[src/rtl/async_frame_tx_pkg.sv]
package async_frame_tx_pkg;

    typedef enum logic [2:0] {
        SQ_IDLE,
        SQ_START,
        SQ_DATA,
        SQ_PARITY,
        SQ_STOP,
        SQ_HALF
    } seq_state_e;

    localparam logic [2:0] PAR_NONE  = 3'd0;
    localparam logic [2:0] PAR_ODD   = 3'd1;
    localparam logic [2:0] PAR_EVEN  = 3'd2;
    localparam logic [2:0] PAR_MARK  = 3'd3;
    localparam logic [2:0] PAR_SPACE = 3'd4;

    localparam logic [1:0] STOP_ONE  = 2'd0;
    localparam logic [1:0] STOP_HALF = 2'd1;

endpackage

[src/rtl/aft_bit_timer.sv]
module aft_bit_timer #(
    parameter int DIV_W = 16
) (
    input  logic             clk_i,
    input  logic             rst_ni,
    input  logic             restart_i,
    input  logic             half_i,
    input  logic [DIV_W-1:0] div_i,
    output logic             tick_o
);

    typedef struct packed {
        logic [DIV_W-1:0] cnt;
    } tmr_t;

    tmr_t t_d, t_q;
    logic [DIV_W-1:0] limit;

    always_comb begin
        t_d    = t_q;
        limit  = half_i ? (div_i >> 1) : div_i;
        tick_o = (t_q.cnt == limit);
        if (restart_i || tick_o) begin
            t_d.cnt = '0;
        end else begin
            t_d.cnt = t_q.cnt + 1'b1;
        end
    end

    always_ff @(posedge clk_i or negedge rst_ni) begin
        if (!rst_ni) begin
            t_q <= '0;
        end else begin
            t_q <= t_d;
        end
    end

endmodule

[src/rtl/aft_parity_gen.sv]
module aft_parity_gen
    import async_frame_tx_pkg::*;
#(
    parameter int DATA_W = 9,
    parameter int MIN_W  = 5
) (
    input  logic [DATA_W-1:0] data_i,
    input  logic [3:0]        nbits_i,
    input  logic [2:0]        mode_i,
    output logic              en_o,
    output logic              bit_o
);

    logic [DATA_W-1:0] masked;
    logic              odd_ones;

    always_comb begin
        for (int i = 0; i < DATA_W; i++) begin
            masked[i] = data_i[i] && (i < int'(nbits_i));
        end
        odd_ones = ^masked;
        en_o  = 1'b1;
        bit_o = 1'b1;
        unique case (mode_i)
            PAR_ODD:   bit_o = ~odd_ones;
            PAR_EVEN:  bit_o = odd_ones;
            PAR_MARK:  bit_o = 1'b1;
            PAR_SPACE: bit_o = 1'b0;
            default: begin
                en_o  = 1'b0;
                bit_o = 1'b1;
            end
        endcase
    end

endmodule

[src/rtl/aft_sequencer.sv]
module aft_sequencer
    import async_frame_tx_pkg::*;
#(
    parameter int DATA_W = 9,
    parameter int MIN_W  = 5,
    parameter int DIV_W  = 16
) (
    input  logic              clk_i,
    input  logic              rst_ni,
    input  logic              send_i,
    input  logic [DATA_W-1:0] data_i,
    input  logic [3:0]        nbits_i,
    input  logic              par_en_i,
    input  logic              par_bit_i,
    input  logic [1:0]        stop_i,
    input  logic [DIV_W-1:0]  div_i,
    input  logic              tick_i,
    output logic              restart_o,
    output logic              half_o,
    output logic [DIV_W-1:0]  div_o,
    output logic              tx_o,
    output logic              busy_o
);

    typedef struct packed {
        seq_state_e        state;
        logic              tx;
        logic              busy;
        logic [DATA_W-1:0] shift;
        logic [3:0]        idx;
        logic [3:0]        last;
        logic              par_en;
        logic              par_bit;
        logic [1:0]        stop;
        logic              second;
        logic [DIV_W-1:0]  div;
    } seq_t;

    seq_t s_d, s_q;

    always_comb begin
        s_d       = s_q;
        restart_o = 1'b0;
        unique case (s_q.state)
            SQ_IDLE: begin
                s_d.tx   = 1'b1;
                s_d.busy = 1'b0;
                if (send_i) begin
                    restart_o   = 1'b1;
                    s_d.state   = SQ_START;
                    s_d.tx      = 1'b0;
                    s_d.busy    = 1'b1;
                    s_d.shift   = data_i;
                    s_d.idx     = '0;
                    s_d.last    = nbits_i - 4'd1;
                    s_d.par_en  = par_en_i;
                    s_d.par_bit = par_bit_i;
                    s_d.stop    = stop_i;
                    s_d.second  = 1'b0;
                    s_d.div     = div_i;
                end
            end
            SQ_START: begin
                if (tick_i) begin
                    s_d.state = SQ_DATA;
                    s_d.tx    = s_q.shift[0];
                    s_d.shift = s_q.shift >> 1;
                end
            end
            SQ_DATA: begin
                if (tick_i) begin
                    if (s_q.idx == s_q.last) begin
                        if (s_q.par_en) begin
                            s_d.state = SQ_PARITY;
                            s_d.tx    = s_q.par_bit;
                        end else begin
                            s_d.state = SQ_STOP;
                            s_d.tx    = 1'b1;
                        end
                    end else begin
                        s_d.idx   = s_q.idx + 4'd1;
                        s_d.tx    = s_q.shift[0];
                        s_d.shift = s_q.shift >> 1;
                    end
                end
            end
            SQ_PARITY: begin
                if (tick_i) begin
                    s_d.state = SQ_STOP;
                    s_d.tx    = 1'b1;
                end
            end
            SQ_STOP: begin
                s_d.tx = 1'b1;
                if (tick_i) begin
                    if (s_q.stop == STOP_HALF) begin
                        s_d.state = SQ_HALF;
                    end else if (s_q.stop != STOP_ONE && !s_q.second) begin
                        s_d.second = 1'b1;
                    end else begin
                        s_d.state = SQ_IDLE;
                        s_d.busy  = 1'b0;
                    end
                end
            end
            SQ_HALF: begin
                s_d.tx = 1'b1;
                if (tick_i) begin
                    s_d.state = SQ_IDLE;
                    s_d.busy  = 1'b0;
                end
            end
            default: begin
                s_d.state = SQ_IDLE;
                s_d.tx    = 1'b1;
                s_d.busy  = 1'b0;
            end
        endcase
    end

    always_ff @(posedge clk_i or negedge rst_ni) begin
        if (!rst_ni) begin
            s_q       <= '0;
            s_q.state <= SQ_IDLE;
            s_q.tx    <= 1'b1;
        end else begin
            s_q <= s_d;
        end
    end

    assign half_o = (s_q.state == SQ_HALF);
    assign div_o  = s_q.div;
    assign tx_o   = s_q.tx;
    assign busy_o = s_q.busy;

endmodule

[src/rtl/async_frame_tx.sv]
module async_frame_tx
    import async_frame_tx_pkg::*;
#(
    parameter int DATA_W = 9,
    parameter int MIN_W  = 5,
    parameter int DIV_W  = 16
) (
    input  logic              clk_i,
    input  logic              rst_ni,
    input  logic [DIV_W-1:0]  div_i,
    input  logic [DATA_W-1:0] data_i,
    input  logic              send_i,
    input  logic [2:0]        len_i,
    input  logic [2:0]        par_i,
    input  logic [1:0]        stop_i,
    output logic              tx_o,
    output logic              busy_o
);

    localparam int MAX_CODE = DATA_W - MIN_W;

    logic [3:0]       nbits;
    logic             par_en, par_bit;
    logic             restart, half, tick;
    logic [DIV_W-1:0] div_held;

    always_comb begin
        if (int'(len_i) > MAX_CODE) begin
            nbits = 4'(DATA_W);
        end else begin
            nbits = 4'(MIN_W) + 4'(len_i);
        end
    end

    aft_parity_gen #(.DATA_W(DATA_W), .MIN_W(MIN_W)) u_par (
        .data_i  (data_i),
        .nbits_i (nbits),
        .mode_i  (par_i),
        .en_o    (par_en),
        .bit_o   (par_bit)
    );

    aft_bit_timer #(.DIV_W(DIV_W)) u_tmr (
        .clk_i     (clk_i),
        .rst_ni    (rst_ni),
        .restart_i (restart),
        .half_i    (half),
        .div_i     (div_held),
        .tick_o    (tick)
    );

    aft_sequencer #(.DATA_W(DATA_W), .MIN_W(MIN_W), .DIV_W(DIV_W)) u_seq (
        .clk_i     (clk_i),
        .rst_ni    (rst_ni),
        .send_i    (send_i),
        .data_i    (data_i),
        .nbits_i   (nbits),
        .par_en_i  (par_en),
        .par_bit_i (par_bit),
        .stop_i    (stop_i),
        .div_i     (div_i),
        .tick_i    (tick),
        .restart_o (restart),
        .half_o    (half),
        .div_o     (div_held),
        .tx_o      (tx_o),
        .busy_o    (busy_o)
    );

endmodule

[config.mk]
export PLATFORM = sky130hd
export DESIGN_NAME = async_frame_tx
export DESIGN_NICKNAME = d
export VERILOG_FILES = /design/src/rtl/async_frame_tx_pkg.sv /design/src/rtl/aft_bit_timer.sv /design/src/rtl/aft_parity_gen.sv /design/src/rtl/aft_sequencer.sv /design/src/rtl/async_frame_tx.sv
export SDC_FILE = /design/constraint.sdc
export NUM_CORES = 1
export LEC_CHECK = 0
export BUFFER_PORTS_ARGS = -buffer_cell sky130_fd_sc_hd__buf_2
export CORE_MARGIN = 4
export CORE_UTILIZATION = 66
export CTS_BUF_LIST = sky130_fd_sc_hd__clkbuf_2
export DETAILED_ROUTE_END_ITERATION = 16
export PLACE_DENSITY_LB_ADDON = 0.05
export SLEW_MARGIN = 20
export SYNTH_ARGS = -nofsm -noshare
export SYNTH_HDL_FRONTEND = slang
export SYNTH_SLANG_ARGS = --single-unit
[constraint.sdc]
create_clock -name clk_i -period 5.85 [get_ports clk_i]
set_input_delay 1.17 -clock clk_i [delete_from_list [all_inputs] [get_ports clk_i]]
set_output_delay 1.17 -clock clk_i [all_outputs]
set_load 0.05 [all_outputs]
==> reports/results.txt <==
Outcome: finished, final reports clean
Top Layer Used: met4
Clk pin slew, worst setup/hold paths: 0.15 ns
Post-Syn Area: 0.00358 sq mm
Tightest Hold Check Type: reg2reg
CP max stage delay: 0.72 ns
Synth warn: 0
Top Ports: 38
CP max FO: 18
Startpoint types: flip-flop
Critical Path RT: 6.19 ns
Clock Latency Late Sink: 0.47 ns
Layout cells sized above 1: 15.4%
Crit-path cells: nand3b_1 -> mux2i_1 -> xor2_1 -> nand4_1 -> or3_1 -> nor2_4 -> o211ai_1
Sinks on the clock net: 59
Actual slew at the worst max-slew pin: 0.919 ns
Fin crit period: 3.53 ns
Vias in the first global route: 2829
Initial Util: 69.1%
Peak supply drop: 206 uV
EDFF count, synth: 0
Area Growth Syn to Fin: 8.05%
Post-CTS Hold Fix Bufs: 0
Kind of end point of the critical path: flip-flop
TritonRoute pass-1 iters: 4
Clock Path Buffers: 2
Crit path DAT: 3.87 ns
Die W: 81.6 um
Largest net degree at the start of global routing: 60
Num rows: 26
Max Cap Viol: 0
Total Routing Usage GR: 26.6%
Buffer count from post-CTS setup fixing: 0
Skew final: 0.0174 ns
Chip Height: 81.6 um
Tcrit/Tclk final: 60.4%
CTS tree: done
DR WL/cell: 15.7 um
Post-cts resize count: 0
Clock Tree Root: clkbuf_2
Post-Syn Instances: 406
Relative max-transition margin: 38.4%
DR iter-0 viols: 329
Nets: 477
Gpl congestion: 0.904
Post-synth net total: 447
Initial antenna violation count: 0
Core Region: 0.00517 sq mm
Pwr dens: 303 mW/mm^2
Commonest cells after routing, fill and taps aside: nand2_1, dfrtp_1, buf_2
Vias/cell: 5.98
Fill cells: 427
Max Freq: 283 MHz
Post-Route Setup TNS: 0 ns
Total Power: 1.17 mW
FF+latch count, synth: 59
H-tree levels: 3
Unrepaired setup endpoints after global routing: false
Met2 routed WL: 3680 um
Leakage power: 1.83 nW
Antenna cell count: 0
CP max-delay cell: nand3b_1
Leading register cell type out of synthesis: dfrtp_1
Setup Crit Path Kind: reg2reg
Sequential area share after synthesis: 41.3%
Dpl hpwl: 5720 um
First-pass GRT wire length: 13600 um
Final Hold Fails: 0
Met3 WL: 511 um
Synth area leaders: dfrtp_1, nand2_1, xor2_1
Vias after detailed routing: 3057
Post-synthesis average cell area: 8.81 sq um
Slew Viols, Final: 0
Post-route antenna net violation count: 0
Most area-hungry cell type in the Yosys netlist: dfrtp_1
GRT overflow: 0
Count of different cell masters after synthesis: 52
Commonest non-fill, non-tap cell in the layout: nand2_1
Die area: 0.00666 sq mm
Clock buffer count from CTS: 9
Drt total wl: 8050 um
Detailed-route wire length on metal 1: 3770 um
Top cell type's share of synthesized area: 40.6%
Async set-reset flop share out of synthesis: 100%
DRC errors left: 0
# setup viols final: 0
Number of I/O port buffers: 37
cell usage after synthesis (4+ instances only):
cell type,n
clkbuf_1,14
mux2i_1,17
nor2b_1,10
dfrtp_1,58
nand2_1,78
a21oi_1,8
xor2_1,25
nand2b_1,4
ha_1,5
o21ai_0,14
inv_1,9
nand3_1,23
nor2_1,19
a31oi_1,9
and3_1,7
xnor2_1,16
nand4_1,4
o211ai_1,18
nor3_1,23
worst max-delay path, delay by kind of cell, from the launching register on:
kind,cells,cell delay [ns]
simple gates,4,1.95
compound gates,1,0.16
mux,1,0.46
flops,1,0.64
xor+xnor,1,0.18
sequential cells by signal (all words and copies together) (netlist names):
register,cells
u_seq.busy_o,1
u_seq.div_o,16
u_seq.s_q,25
u_seq.tx_o,1
u_tmr.t_q,16
per-layer routing:
metal,track usage [%],up-vias
li1,-,1487
met1,39.3,1471
met3,4.61,9
met2,39.7,90
met4,8.97,0
met5,0,-
where the power goes:
part	switching, mW	total (mW)	internal [mW]
Combinational	0.176	0.345	0.169
Sequential	0.116	0.624	0.508
Clock	0.143	0.200	0.0575
final timing paths:
| check | slack [ns] | start | cells past startpoint | endpoint |
|---|---|---|---|---|
| worst max-delay path | 2.32 | u_seq.s_q[42] | 7 | u_seq.s_q[37] |
| max in group asynchronous | 4.53 | rst_ni | 2 | u_seq.s_q[25] |
| min in group asynchronous | 0.83 | rst_ni | 2 | u_seq.div_o[9] |
| worst min-delay path | 0.52 | u_seq.busy_o | 1 | u_seq.busy_o |
| worst min register to register | 0.52 | u_seq.busy_o | 1 | u_seq.busy_o |
| worst max register to register | 2.32 | u_seq.s_q[42] | 7 | u_seq.s_q[37] |
layout make-up:
class                           count  area, sq um  area share (%)
Clock inverter                      4         17.5           0.453
Tap cell                           70         87.6            2.27
Timing Repair Buffer               42          223            5.76
Sequential cell                    59         1480            38.2
Multi-Input combinational cell    314         1960            50.7
Inverter                           10         37.5           0.972
Clock buffer                       12         60.1            1.55
cell families (layout without fill, tap and decap cells):
logic type | Yosys count | in the layout | share of synthesized area, %
AO/OA/AOI/OAI | 68 | 68 | 13.1
XOR/XNOR | 42 | 42 | 10.7
adder cells (fa/ha/maj) | 5 | 5 | 1.75
buffers and inverters | 33 | 68 | 3.99
flip-flops | 59 | 59 | 41.3
multiplexers | 17 | 17 | 4.76
AND/OR/NAND/NOR | 182 | 182 | 24.4
stage by stage:
step / setup WS [ns] / cells / hold slack [ns] / cell area [sq um] / util (%)
after detailed placement: 2.40 / 495 / 0.494 / 3790 / 73.2
after floorplan: 2.95 / 406 / 0.445 / 3580 / -
after CTS: 2.36 / 511 / 0.527 / 3860 / 74.7
after global placement: 2.57 / 495 / 0.489 / 3790 / 73.2
after global routing: 2.08 / 511 / 0.538 / 3860 / 74.7
final: 2.32 / 511 / 0.520 / 3860 / 74.7
Note: power is estimated with default switching activity, not from simulation.
